**config.mk**
```make
export PLATFORM = sky130hd
export DESIGN_NAME = mesi_snoop_ctrl
export DESIGN_NICKNAME = d
export VERILOG_FILES = /design/src/rtl/mesi_pkg.sv /design/src/rtl/mesi_line_state.sv /design/src/rtl/mesi_ctrl.sv /design/src/rtl/mesi_snoop_ctrl.sv
export SDC_FILE = /design/constraint.sdc
export NUM_CORES = 1
export LEC_CHECK = 0
export BUFFER_PORTS_ARGS = -buffer_cell sky130_fd_sc_hd__buf_2
export CAP_MARGIN = 20
export CORE_MARGIN = 2
export CORE_UTILIZATION = 57
export CTS_BUF_LIST = sky130_fd_sc_hd__clkbuf_16
export CTS_CLUSTER_SIZE = 40
export DETAILED_ROUTE_END_ITERATION = 7
export HOLD_SLACK_MARGIN = 0.06
export PLACE_DENSITY = 0.81
export SYNTH_ARGS = -nofsm -noshare
export SYNTH_HDL_FRONTEND = slang
export SYNTH_SLANG_ARGS = --single-unit
export TNS_END_PERCENT = 5
```
**constraint.sdc**
```tcl
create_clock -name clk -period 2.9 [get_ports clk]
set_input_delay 0.29 -clock clk [delete_from_list [all_inputs] [get_ports clk]]
set_output_delay 0.29 -clock clk [all_outputs]
set_load 0.03 [all_outputs]
```
**src/rtl/mesi_pkg.sv**
```systemverilog
package mesi_pkg;

  typedef enum logic [1:0] {
    LS_I = 2'd0,
    LS_S = 2'd1,
    LS_E = 2'd2,
    LS_M = 2'd3
  } lineState_t;

  typedef enum logic [1:0] {
    BC_NONE = 2'd0,
    BC_READ = 2'd1,
    BC_OWN  = 2'd2,
    BC_WB   = 2'd3
  } busCmd_t;

  localparam logic [1:0] OP_READ  = 2'd0;
  localparam logic [1:0] OP_WRITE = 2'd1;
  localparam logic [1:0] OP_EVICT = 2'd2;

  // strobe from the sequencer into the state array
  typedef struct packed {
    logic       localWr;
    lineState_t localNext;
  } ctlStrobe_t;

endpackage

```
**src/rtl/mesi_line_state.sv**
```systemverilog
module mesi_line_state
  import mesi_pkg::*;
#(
  parameter int ADDR_W = 3
) (
  input  logic              clk,
  input  logic              rstN,
  input  ctlStrobe_t        strobe,
  input  logic [ADDR_W-1:0] reqAddr,
  output lineState_t        reqState,
  input  logic              snpValid,
  input  logic [1:0]        snpCmd,
  input  logic [ADDR_W-1:0] snpAddr,
  output logic              snpShared,
  output logic              snpFlush,
  input  logic [ADDR_W-1:0] lookupAddr,
  output logic [1:0]        lookupState
);

  localparam int NLINES = 1 << ADDR_W;

  lineState_t lineQ [NLINES];
  lineState_t snpCur;
  lineState_t snpNext;
  logic       snpCmdRead;
  logic       snpCmdOwn;

  assign reqState    = lineQ[reqAddr];
  assign lookupState = lineQ[lookupAddr];
  assign snpCur      = lineQ[snpAddr];
  assign snpCmdRead  = (snpCmd == BC_READ);
  assign snpCmdOwn   = (snpCmd == BC_OWN);

  always_comb begin
    snpNext = snpCur;
    if (snpCmdRead && snpCur != LS_I) snpNext = LS_S;
    else if (snpCmdOwn)               snpNext = LS_I;
  end

  assign snpShared = snpValid && snpCmdRead && (snpCur != LS_I);
  assign snpFlush  = snpValid && (snpCmdRead || snpCmdOwn) && (snpCur == LS_M);

  always_ff @(posedge clk) begin
    for (int i = 0; i < NLINES; i++) begin
      if (!rstN)
        lineQ[i] <= LS_I;
      else if (strobe.localWr && reqAddr == ADDR_W'(i))
        lineQ[i] <= strobe.localNext;
      else if (snpValid && snpAddr == ADDR_W'(i))
        lineQ[i] <= snpNext;
    end
  end

  // ---------------- assertions ----------------
  logic [ADDR_W-1:0] lastSnpAddr;
  always_ff @(posedge clk) lastSnpAddr <= snpAddr;

  // a peer ownership request leaves our copy invalid
  a_r8_own_invalidates: assert property (@(posedge clk) disable iff (!rstN)
    (snpValid && snpCmdOwn) |=> (lineQ[lastSnpAddr] == LS_I));

  // a shared reply means the line is Shared afterwards
  a_r7_read_leaves_shared: assert property (@(posedge clk) disable iff (!rstN)
    (snpValid && snpCmdRead && snpShared) |=> (lineQ[lastSnpAddr] == LS_S));

  // a local update never lands on the line being snooped
  a_r10_snoop_first: assert property (@(posedge clk) disable iff (!rstN)
    !(strobe.localWr && snpValid && snpAddr == reqAddr));

endmodule

```
**src/rtl/mesi_ctrl.sv**
```systemverilog
module mesi_ctrl
  import mesi_pkg::*;
#(
  parameter int ADDR_W = 3
) (
  input  logic              clk,
  input  logic              rstN,
  input  logic              reqValid,
  input  logic [1:0]        reqOp,
  input  logic [ADDR_W-1:0] reqAddr,
  input  lineState_t        reqState,
  output logic              reqDone,
  input  logic              snpValid,
  input  logic [ADDR_W-1:0] snpAddr,
  output logic              busReq,
  input  logic              busGnt,
  input  logic              busSharedIn,
  output logic              busValid,
  output logic [1:0]        busCmd,
  output ctlStrobe_t        strobe
);

  typedef enum logic [1:0] {ST_IDLE, ST_WAIT, ST_DONE} seqState_t;

  seqState_t st, stNext;
  busCmd_t   cmd;
  logic      collide;
  logic      needBus;
  lineState_t hitNext;

  assign collide = snpValid && (snpAddr == reqAddr);

  always_comb begin
    unique case (reqOp)
      OP_WRITE: needBus = (reqState == LS_I) || (reqState == LS_S);
      OP_EVICT: needBus = (reqState == LS_M);
      default:  needBus = (reqState == LS_I);
    endcase
    unique case (reqOp)
      OP_WRITE: hitNext = LS_M;
      OP_EVICT: hitNext = LS_I;
      default:  hitNext = reqState;
    endcase
  end

  always_comb begin
    cmd = BC_NONE;
    unique case (reqOp)
      OP_WRITE: if (reqState == LS_I || reqState == LS_S) cmd = BC_OWN;
      OP_EVICT: if (reqState == LS_M) cmd = BC_WB;
      default:  if (reqState == LS_I) cmd = BC_READ;
    endcase
  end

  always_comb begin
    stNext           = st;
    strobe           = '0;
    strobe.localNext = LS_I;
    busReq           = 1'b0;
    busValid         = 1'b0;
    busCmd           = BC_NONE;
    reqDone          = 1'b0;
    unique case (st)
      ST_IDLE: begin
        if (reqValid && !collide) begin
          if (needBus) begin
            stNext = ST_WAIT;
          end else begin
            strobe.localWr   = 1'b1;
            strobe.localNext = hitNext;
            stNext           = ST_DONE;
          end
        end
      end
      ST_WAIT: begin
        busReq = 1'b1;
        if (busGnt) begin
          busCmd         = cmd;
          busValid       = (cmd != BC_NONE);
          strobe.localWr = 1'b1;
          unique case (cmd)
            BC_READ: strobe.localNext = busSharedIn ? LS_S : LS_E;
            BC_OWN:  strobe.localNext = LS_M;
            BC_WB:   strobe.localNext = LS_I;
            default: strobe.localNext = (reqOp == OP_EVICT) ? LS_I : reqState;
          endcase
          stNext = ST_DONE;
        end
      end
      default: begin
        reqDone = 1'b1;
        stNext  = ST_IDLE;
      end
    endcase
  end

  always_ff @(posedge clk) begin
    if (!rstN) st <= ST_IDLE;
    else       st <= stNext;
  end

  // ---------------- assertions ----------------
  a_r6_valid_needs_grant: assert property (@(posedge clk) disable iff (!rstN)
    busValid |-> (busGnt && busReq));

  a_r6_done_after_tx: assert property (@(posedge clk) disable iff (!rstN)
    busValid |=> reqDone);

  a_r6_done_single: assert property (@(posedge clk) disable iff (!rstN)
    reqDone |=> !reqDone);

  // the bus request drops once the grant has been used
  a_r6_release_after_grant: assert property (@(posedge clk) disable iff (!rstN)
    (busReq && busGnt) |=> !busReq);

  // a completion without a preceding grant never saw busReq in between
  a_r2_silent_no_req: assert property (@(posedge clk) disable iff (!rstN)
    (reqDone && !$past(busGnt)) |-> !$past(busReq));

endmodule

```
**src/rtl/mesi_snoop_ctrl.sv**
```systemverilog
module mesi_snoop_ctrl
  import mesi_pkg::*;
#(
  parameter int ADDR_W = 3
) (
  input  logic              clk,
  input  logic              rstN,
  input  logic              reqValid,
  input  logic [1:0]        reqOp,
  input  logic [ADDR_W-1:0] reqAddr,
  output logic              reqDone,
  output logic              busReq,
  input  logic              busGnt,
  input  logic              busSharedIn,
  output logic              busValid,
  output logic [1:0]        busCmd,
  output logic [ADDR_W-1:0] busAddr,
  input  logic              snpValid,
  input  logic [1:0]        snpCmd,
  input  logic [ADDR_W-1:0] snpAddr,
  output logic              snpShared,
  output logic              snpFlush,
  input  logic [ADDR_W-1:0] lookupAddr,
  output logic [1:0]        lookupState
);

  ctlStrobe_t strobe;
  lineState_t reqState;

  assign busAddr = reqAddr;

  mesi_ctrl #(.ADDR_W(ADDR_W)) u_ctrl (
    .clk(clk), .rstN(rstN),
    .reqValid(reqValid), .reqOp(reqOp), .reqAddr(reqAddr),
    .reqState(reqState), .reqDone(reqDone),
    .snpValid(snpValid), .snpAddr(snpAddr),
    .busReq(busReq), .busGnt(busGnt), .busSharedIn(busSharedIn),
    .busValid(busValid), .busCmd(busCmd), .strobe(strobe)
  );

  mesi_line_state #(.ADDR_W(ADDR_W)) u_lines (
    .clk(clk), .rstN(rstN),
    .strobe(strobe), .reqAddr(reqAddr), .reqState(reqState),
    .snpValid(snpValid), .snpCmd(snpCmd), .snpAddr(snpAddr),
    .snpShared(snpShared), .snpFlush(snpFlush),
    .lookupAddr(lookupAddr), .lookupState(lookupState)
  );

endmodule

```
# Word-level counts from Yosys, hierarchy flattened
# Memories as Yosys holds them, arrays and structs flattened.
# Cells that the tools add are included.
# Widths: inputs -> output; s select.
[totals] word_cells=178 output_inout_bits=12 mem_count=1 in_bits=19 reg_bits=2 ram_bits=16
[memory_table] name="u_lines.lineQ" words=8 width=2 rd=3 rd_ports_with_merged_regs=0 wr=8 line="mesi_line_state.sv:22" text="lineState_t lineQ [NLINES];"
[op_classes] n_bitwise=16 reduce_logical=34 n_mux=98 n_eq_ne=28
[op_table] cell="$mux 1" n=62
[op_table] cell="$mux 2" n=27
[op_table] cell="$eq 3x3->1 const B" n=8
[op_table] cell="$logic_and 1x1->1" n=23
[op_table] cell="$or 1x1->1" n=16
[op_table] cell="$eq 2x2->1 const B" n=6
[op_table] cell="$eq 3x2->1 const B" n=4
[op_table] cell="$pmux 2 s2" n=3
[op_table] cell="$eq 2x1->1 const B" n=5
[op_table] cell="$mux 3" n=3
[op_table] cell="$eq 3x1->1 const B" n=2
[op_table] cell="$logic_not 3->1" n=2
[op_table] cell="$pmux 2 s3" n=1
[op_table] cell="$pmux 3 s2" n=1
[op_table] cell="$logic_not 2->1" n=2
[op_table] cell="$reduce_bool 2->1" n=2
[op_table] cell="$eq 3x3->1" n=1
[op_table] cell="$logic_or 1x1->1" n=2
[op_table] cell="$ne 2x1->1 const B" n=1
[op_table] cell="$ne 2x2->1 const B" n=1
[op_table] cell="$pmux 1 s2" n=1
[op_table] cell="$reduce_and 2->1" n=1
[op_table] cell="$reduce_or 2->1" n=1
[op_table] cell="$logic_not 1->1" n=1

# Logic depth before layout (Yosys ltp)
# Gate-level depths: netlist (run 1).
# An unclocked memory read counts as a cell.
[depth] ltp_word=15 depth_mapped=8 ltp_nobuf=8

# Hierarchy
# A second synthesis (run 1) with hierarchy kept.
[hier_totals] hier_cells=180 area_unflattened_um2=1791.7
[modules_own_cells] mod="mesi_line_state" instances=1 area_per_inst_um2=1397.6 cells_per_inst=129 seq_area_each_um2=480.5
[modules_own_cells] mod="mesi_ctrl" instances=1 area_per_inst_um2=371.6 cells_per_inst=48 seq_area_each_um2=40.0
[modules_own_cells] mod="mesi_snoop_ctrl" instances=1 area_per_inst_um2=22.5 cells_per_inst=3 seq_area_each_um2=0.0

# Worst setup path after synthesis (run 1)
# OpenSTA, ideal clock, no wires.
[synth_path] path_kind="input to register" start="input port reqAddr[0]" end="memory u_lines.lineQ[0][0] (netlist name) (enable)" t_required_ns=2.639 t_arrival_ns=2.343 path_buffers=1 setup_ns=0.261 slack_ns=0.296 stages=8 path_cell_list="buf_6 -> mux4_2 -> mux2_2 -> nor3_4 -> or3_2 -> o311a_4 -> nor3_4 -> or3b_1"
[synth_lines] item="from (decl)" line="mesi_snoop_ctrl.sv:10" text="input logic [ADDR_W-1:0] reqAddr,"
[synth_lines] item="to (decl)" line="mesi_line_state.sv:22"

==> metrics.yaml, run 1 <==
synthesis:
  synth.distinct_cells: 46
  yosysTopAreaCell: "edfxtp_1"
  synth_edf_count: 16
  synth_top_area_share_pct: 26.4
  ys_ff_latch: 18
  synthCells: 176
  synth_ff_type: "edfxtp_1"
  syn_nets: 199
  yosysSeqAreaShare_pct: 28.6
  synth_area_um2: 1820
  async_flop_share_pct: 0
  avgSynthCellArea_um2: 10.3
  synth_area_leaders: "edfxtp_1 (26%), mux4_2 (11%), mux2i_1 (6.1%)"
  yosys_warnings: 0
final_layout:
  nets: 227
  diodes: 0
  area_growth_syn_to_layout_pct: 13.3
  layout_common_cells: "buf_2 (30), edfxtp_1 (16), nand2_1 (15)"
  utilization_pct: 67.5
  layout-drive-gt1-share_pct: 30.0
  final_common_cell: "buf_2"
global_route:
  grt_max_degree: 16
  first_global_vias: 1636
  track_usage_pct: 28.8
  grt-ovfl-total: 0
  antenna_found_initial: 0
  grt_pass1_wl_mm: 7.70
pwr:
  leakage_nw: 0.811
  clockPowerShare_pct: 31.6
  power_mw: 0.872
  pwr-share-seq_pct: 36.4
  p_comb_share_pct: 31.9
  p_sw_mw: 0.272
  p_per_area_nw_per_um2: 423
  ir_worst_vdd_mv: 0.177
  switching_share_pct: 31.2
  intPower_mw: 0.600
drt:
  drt_wl_total_mm: 4.70
  routedWlPerCell_um: 19.0
  avgViaCountPerCell: 6.72
  via_count: 1661
  drt-initial-drc-count: 174
  firstDrtPassIters: 6
  final_antenna_net_count: 0
  drc: 0
die:
  dieArea_um2: 3660
  io_pins: 31
  rows: 20
  coreArea_um2: 3050
  die_w_um: 60.5
  start_util_pct: 59.6
  fp.dieH_um: 60.5
place:
  gp_congestion: 0.858
  dpl_worst_slack_ns: -0.0116
  portBuffers: 30
  dp_hpwl_mm: 3.54
sta:
  setup_viol: 0
  rsz0062_at_grt: "yes"
  fin_worst_skew_ns: 0.00410
  fin_ws_ns: 0.0606
  fin_crit_sh_pct: 97.9
  fmax_mhz: 352
  fin_crit_ns: 2.84
  tns_ns: 0
  finalMaxSlewViolations: 0
  hold_slack_ns: 0.425
  tightest_slew_ns: 0.622
  hold_viol: 0
  max_slew_margin_pct: 58.2
critical_path:
  endpoint_kind: "register"
  rr_startpoint: "u_lines.lineQ[5][1]"
  crit_path_start_kind: "register"
  cp.arrival_ns: 2.79
  r2r-end: "u_lines.lineQ[4][1]"
  cp.required_ns: 2.85
  crit_fanout: 8
  rrSetupSlack_ns: 0.06
  critPathKind: "register to register"
  reg2regPathDepth: 7
cts:
  clock_latency_ns: 0.25
  cts_htree_levels: 1
  clk_pin_slew_ns: 0.05
  cts_made_buffers: 3
  cts_hold_buf: 0
  clock_path_buffers: 2
  cts.sinks: 18
  cts_tree: "done"
  clockRootBuffer: "clkbuf_16"
hold_path:
  hold_path_class: "primary input to register"
  min_from: "busGnt"
  holdPathStages: 3
  whs_endpoint: "u_ctrl.st[0]"
run_status:
  status: "completed"
run:
  maxCapViolCount: 0
[through the flow]
| stage | cell area, um2 | cells |
|---|---|---|
| 2_1_floorplan | 1820 | 176 |
| 3_3_place_gp | 1980 | 243 |
| 3_5_place_dp | 1980 | 243 |
| 4_1_cts | 2060 | 247 |
| 5_1_grt | 2060 | 247 |
| 6_report | 2060 | 247 |
[state kept, by name, indices dropped and copies added (netlist names)]
signal,count
u_lines.lineQ,16
u_ctrl.st,2
[cells in the mapped netlist, types with 3 or more instances]
cell      number
buf_4          3
nand3b_1       5
ha_1           4
nor3_4         3
clkbuf_1       4
mux4_2         9
nand3_1        8
a21oi_1        4
o22ai_1        3
o32ai_1        7
edfxtp_1      16
buf_6          3
mux4_1         3
buf_2          3
nand2_1       15
mux2i_1       11
mux2_2         5
nand2b_1       9
nor3_1         5
xnor2_1        3
nor2_1         9
inv_1         11
[power by group through the flow]
| stage | sequential [mW] | combinational [mW] | clock (mW) |
|---|---|---|---|
| floorplan | 0.314 | 0.206 | 0 |
| global placement | 0.320 | 0.262 | 0 |
| detailed placement | 0.321 | 0.271 | 0 |
| CTS | 0.317 | 0.275 | 0.275 |
| global route | 0.319 | 0.300 | 0.286 |
| finish | 0.318 | 0.279 | 0.276 |
[kinds of logic (layout without fill, tap and decap cells)]
kind of cell,after synthesis,after routing,share of synthesized area (%)
AOI/OAI and AO/OA,27,27,12.2
xor gates and xnor gates,3,3,1.44
adders and majority gates,4,4,2.75
buffers and inverters,24,51,7.01
DFF,18,18,28.6
muxes,28,28,24.6
and+or+nand+nor,72,72,23.3
[worst max-delay path, cell delays in order, from the launching register on]
cell	delay (ns)
edfxtp_1	0.43
mux4_1	0.55
mux2_2	0.35
nand3_1	0.12
nand2_1	0.10
o311a_4	0.39
nor3_1	0.36
nand3b_1	0.23
[worst max-delay path by stage]
stage | slack, ns | endpoint | cells after the start | startpoint
after CTS | 0.08 | u_lines.lineQ[2][1] | 7 | u_lines.lineQ[5][1]
after detailed placement | -0.01 | u_lines.lineQ[4][0] | 8 | reqAddr[0]
final | 0.06 | u_lines.lineQ[4][1] | 7 | u_lines.lineQ[5][1]
after global placement | 0.10 | u_lines.lineQ[2][0] | 8 | reqAddr[0]
after global routing | -0.02 | u_lines.lineQ[4][0] | 7 | u_lines.lineQ[5][1]
after floorplan | 0.30 | u_lines.lineQ[0][0] | 8 | reqAddr[0]
[area by class of cell]
type                       instances  area [um2]
tap                               44        55.1
clock buffer                       3        75.1
multi-input combinational        134        1170
sequential                        18         520
fill                             238         991
clock inverter                     1        3.75
timing repair buffer              36         195
inverter                          11        41.3
[per-layer routing]
layer | track usage [%] | share of wire, % | up-vias
met4 | 13.4 | 2.2 | 0
met3 | 3.62 | 8.3 | 14
met5 | 0 | 0 | -
met2 | 51.7 | 53 | 106
met1 | 34.3 | 37 | 799
li1 | - | - | 742
[timing repair]
action	CTS	global route
setup endpoints to repair	0	12
gates resized for setup	0	1
setup buffers	0	0
(Power assumes the default switching activity.)
==> run 2, diff against run 1 <==
--- a/config.mk
+++ b/config.mk
@@ -14,6 +14,7 @@
 export DETAILED_ROUTE_END_ITERATION = 7
 export HOLD_SLACK_MARGIN = 0.06
 export PLACE_DENSITY = 0.81
+export REMOVE_ABC_BUFFERS = 1
 export SYNTH_ARGS = -nofsm -noshare
 export SYNTH_HDL_FRONTEND = slang
 export SYNTH_SLANG_ARGS = --single-unit
==> metrics.yaml, run 2 (synthesis gave the netlist of run 1 again) <==
run_status:
  status: "completed"  # unchanged
die:
  dieArea_um2: 3660  # unchanged
  fp.dieH_um: 60.5  # unchanged
  die_w_um: 60.5  # unchanged
  io_pins: 31  # unchanged
  rows: 20  # unchanged
  coreArea_um2: 3050  # unchanged
  start_util_pct: 59.6  # unchanged
drt:
  drt-initial-drc-count: 146  # was 174
  firstDrtPassIters: 4  # was 6
  top_layer_used: "met4"  # unchanged
  wl_met3_um: 418  # was 388 um
  met1_length_mm: 1.77  # was 1.72 mm
  final_antenna_net_count: 0  # unchanged
  drc: 0  # unchanged
  dr_wl_met2_mm: 2.54  # was 2.49 mm
  drt_wl_total_mm: 4.90  # was 4.70 mm
  via_count: 1679  # was 1661
  routedWlPerCell_um: 19.4  # was 19.0 um
  avgViaCountPerCell: 6.64  # was 6.72
final_layout:
  seqCellArea_um2: 520  # unchanged
  nFillCells: 220  # was 238
  regMostFlops: "u_lines.lineQ"  # unchanged
  nets: 233  # was 227
  layout-drive-gt1-share_pct: 34.4  # was 30.0%
  layout_common_cells: "buf_2 (30), edfxtp_1 (16), nand2_1 (14)"  # was buf_2 (30), edfxtp_1 (16), nand2_1 (15)
  top_regs: "u_lines.lineQ: 16 flops, u_ctrl.st: 2 flops"  # unchanged
  multi_input_area_um2: 1200  # was 1170 um2
  diodes: 0  # unchanged
  final_area_um2: 2130  # was 2060 um2
  largest_reg_flops: 16  # unchanged
  area_growth_syn_to_layout_pct: 17.2  # was 13.3%
  final_common_cell: "buf_2"  # unchanged
critical_path:
  cp.required_ns: 2.88  # was 2.85 ns
  endpoint_kind: "register"  # unchanged
  crit_path_start_kind: "register"  # unchanged
  cp.arrival_ns: 2.80  # was 2.79 ns
  critPathKind: "register to register"  # unchanged
  crit_fanout: 8  # unchanged
sta:
  fin_crit_ns: 2.81  # was 2.84 ns
  finalMaxSlewViolations: 0  # unchanged
  fin_ws_ns: 0.0876  # was 0.0606 ns
  hold_viol: 0  # unchanged
  fin_worst_skew_ns: 0.00152  # was 0.00410 ns
  tightest_slew_ns: 0.635  # was 0.622 ns
  rsz0062_at_grt: "yes"  # unchanged
  fin_crit_sh_pct: 97.0  # was 97.9%
  max_slew_margin_pct: 57.3  # was 58.2%
  setup_viol: 0  # unchanged
  fmax_mhz: 356  # was 352 MHz
pwr:
  p_per_area_nw_per_um2: 422  # was 423 nW/um2
  ir_worst_vdd_mv: 0.191  # was 0.177 mV
  leakage_nw: 0.842  # was 0.811 nW
  power_mw: 0.900  # was 0.872 mW
place:
  dp_hpwl_mm: 3.78  # was 3.54 mm
  portBuffers: 30  # unchanged
  gp_congestion: 0.972  # was 0.858
  placed_area_um2: 2030  # was 1980 um2
  dpl_worst_slack_ns: -0.0452  # was -0.0116 ns
cts:
  clk_pin_slew_ns: 0.05  # about the same
  cts_made_buffers: 3  # unchanged
  cts.sinks: 18  # unchanged
  clock_path_buffers: 2  # unchanged
  cts_htree_levels: 1  # unchanged
  cts_tree: "done"  # unchanged
  clock_latency_ns: 0.25  # about the same
  clockRootBuffer: "clkbuf_16"  # unchanged
global_route:
  first_global_vias: 1679  # was 1636
  grt-ovfl-total: 0  # unchanged
  grt_pass1_wl_mm: 7.84  # was 7.70 mm
  track_usage_pct: 29.7  # was 28.8%
  grt_max_degree: 16  # unchanged
  antenna_found_initial: 0  # unchanged
hold_path:
  hold_path_class: "primary input to register"  # unchanged
run:
  maxCapViolCount: 0  # unchanged
==> run 2: cell count changes in the layout (fill, tap and decap cells not counted), sizes merged <==
cell    change
inv         -1
clkinv      +1
buf         +6
==> run 2: per-stage QoR <==
step,hold WS (ns),util (%),TNS [ns],cells
4_1_cts,0.417,69.0,0,253
3_3_place_gp,0.529,66.4,0,249
6_report,0.415,69.8,0,253
5_1_grt,0.448,69.8,-0.0956,253
2_1_floorplan,0.412,-,0,163
3_5_place_dp,0.577,66.4,-0.177,249
==> run 2: path summary, 6_finish.rpt <==
kind	slack, ns	endpoint	cells past startpoint	start
worst max-delay path	0.09	u_lines.lineQ[3][0]	7	u_lines.lineQ[4][1]
worst min-delay path	0.42	u_ctrl.st[0]	3	busGnt
worst max register to register	0.09	u_lines.lineQ[3][0]	7	u_lines.lineQ[4][1]
worst min register to register	0.59	u_ctrl.st[1]	3	u_ctrl.st[0]
==> run 2: area by class of cell <==
| cell class | instances | share of cell area [%] |
|---|---|---|
| clock buffer | 3 | 3.52 |
| clock inverter | 1 | 0.176 |
| inverter | 11 | 1.94 |
| multi-input combinational | 134 | 56.1 |
| sequential | 18 | 24.4 |
| tap | 44 | 2.58 |
| timing repair buffer | 42 | 11.3 |
==> run 2: timing repair <==
item	in CTS	in global routing
resized for setup	0	6
hold buffers	0	0
setup endpoints to repair	0	18
buffers inserted	0	0
==> run 2: metal layers <==
metal | up-vias | GRT usage, %
met1 | 795 | 35.6
met2 | 113 | 52.6
met3 | 15 | 3.20
met4 | 0 | 15.8
li1 | 756 | -
met5 | - | 0
==> run 2: critical path, stage by stage (launching register included) <==
cell,delay [ns]
edfxtp_1,0.42
mux4_1,0.54
mux2_2,0.36
nand3_1,0.13
nand2_1,0.14
o311a_4,0.41
nor3b_1,0.38
o32ai_1,0.16
==> run 2: report_power, final <==
part | switching [mW] | internal, mW | leakage, nW
clock network | 0.0957 | 0.184 | 0.0385
registers | 0.0146 | 0.302 | 0.183
logic | 0.175 | 0.129 | 0.620
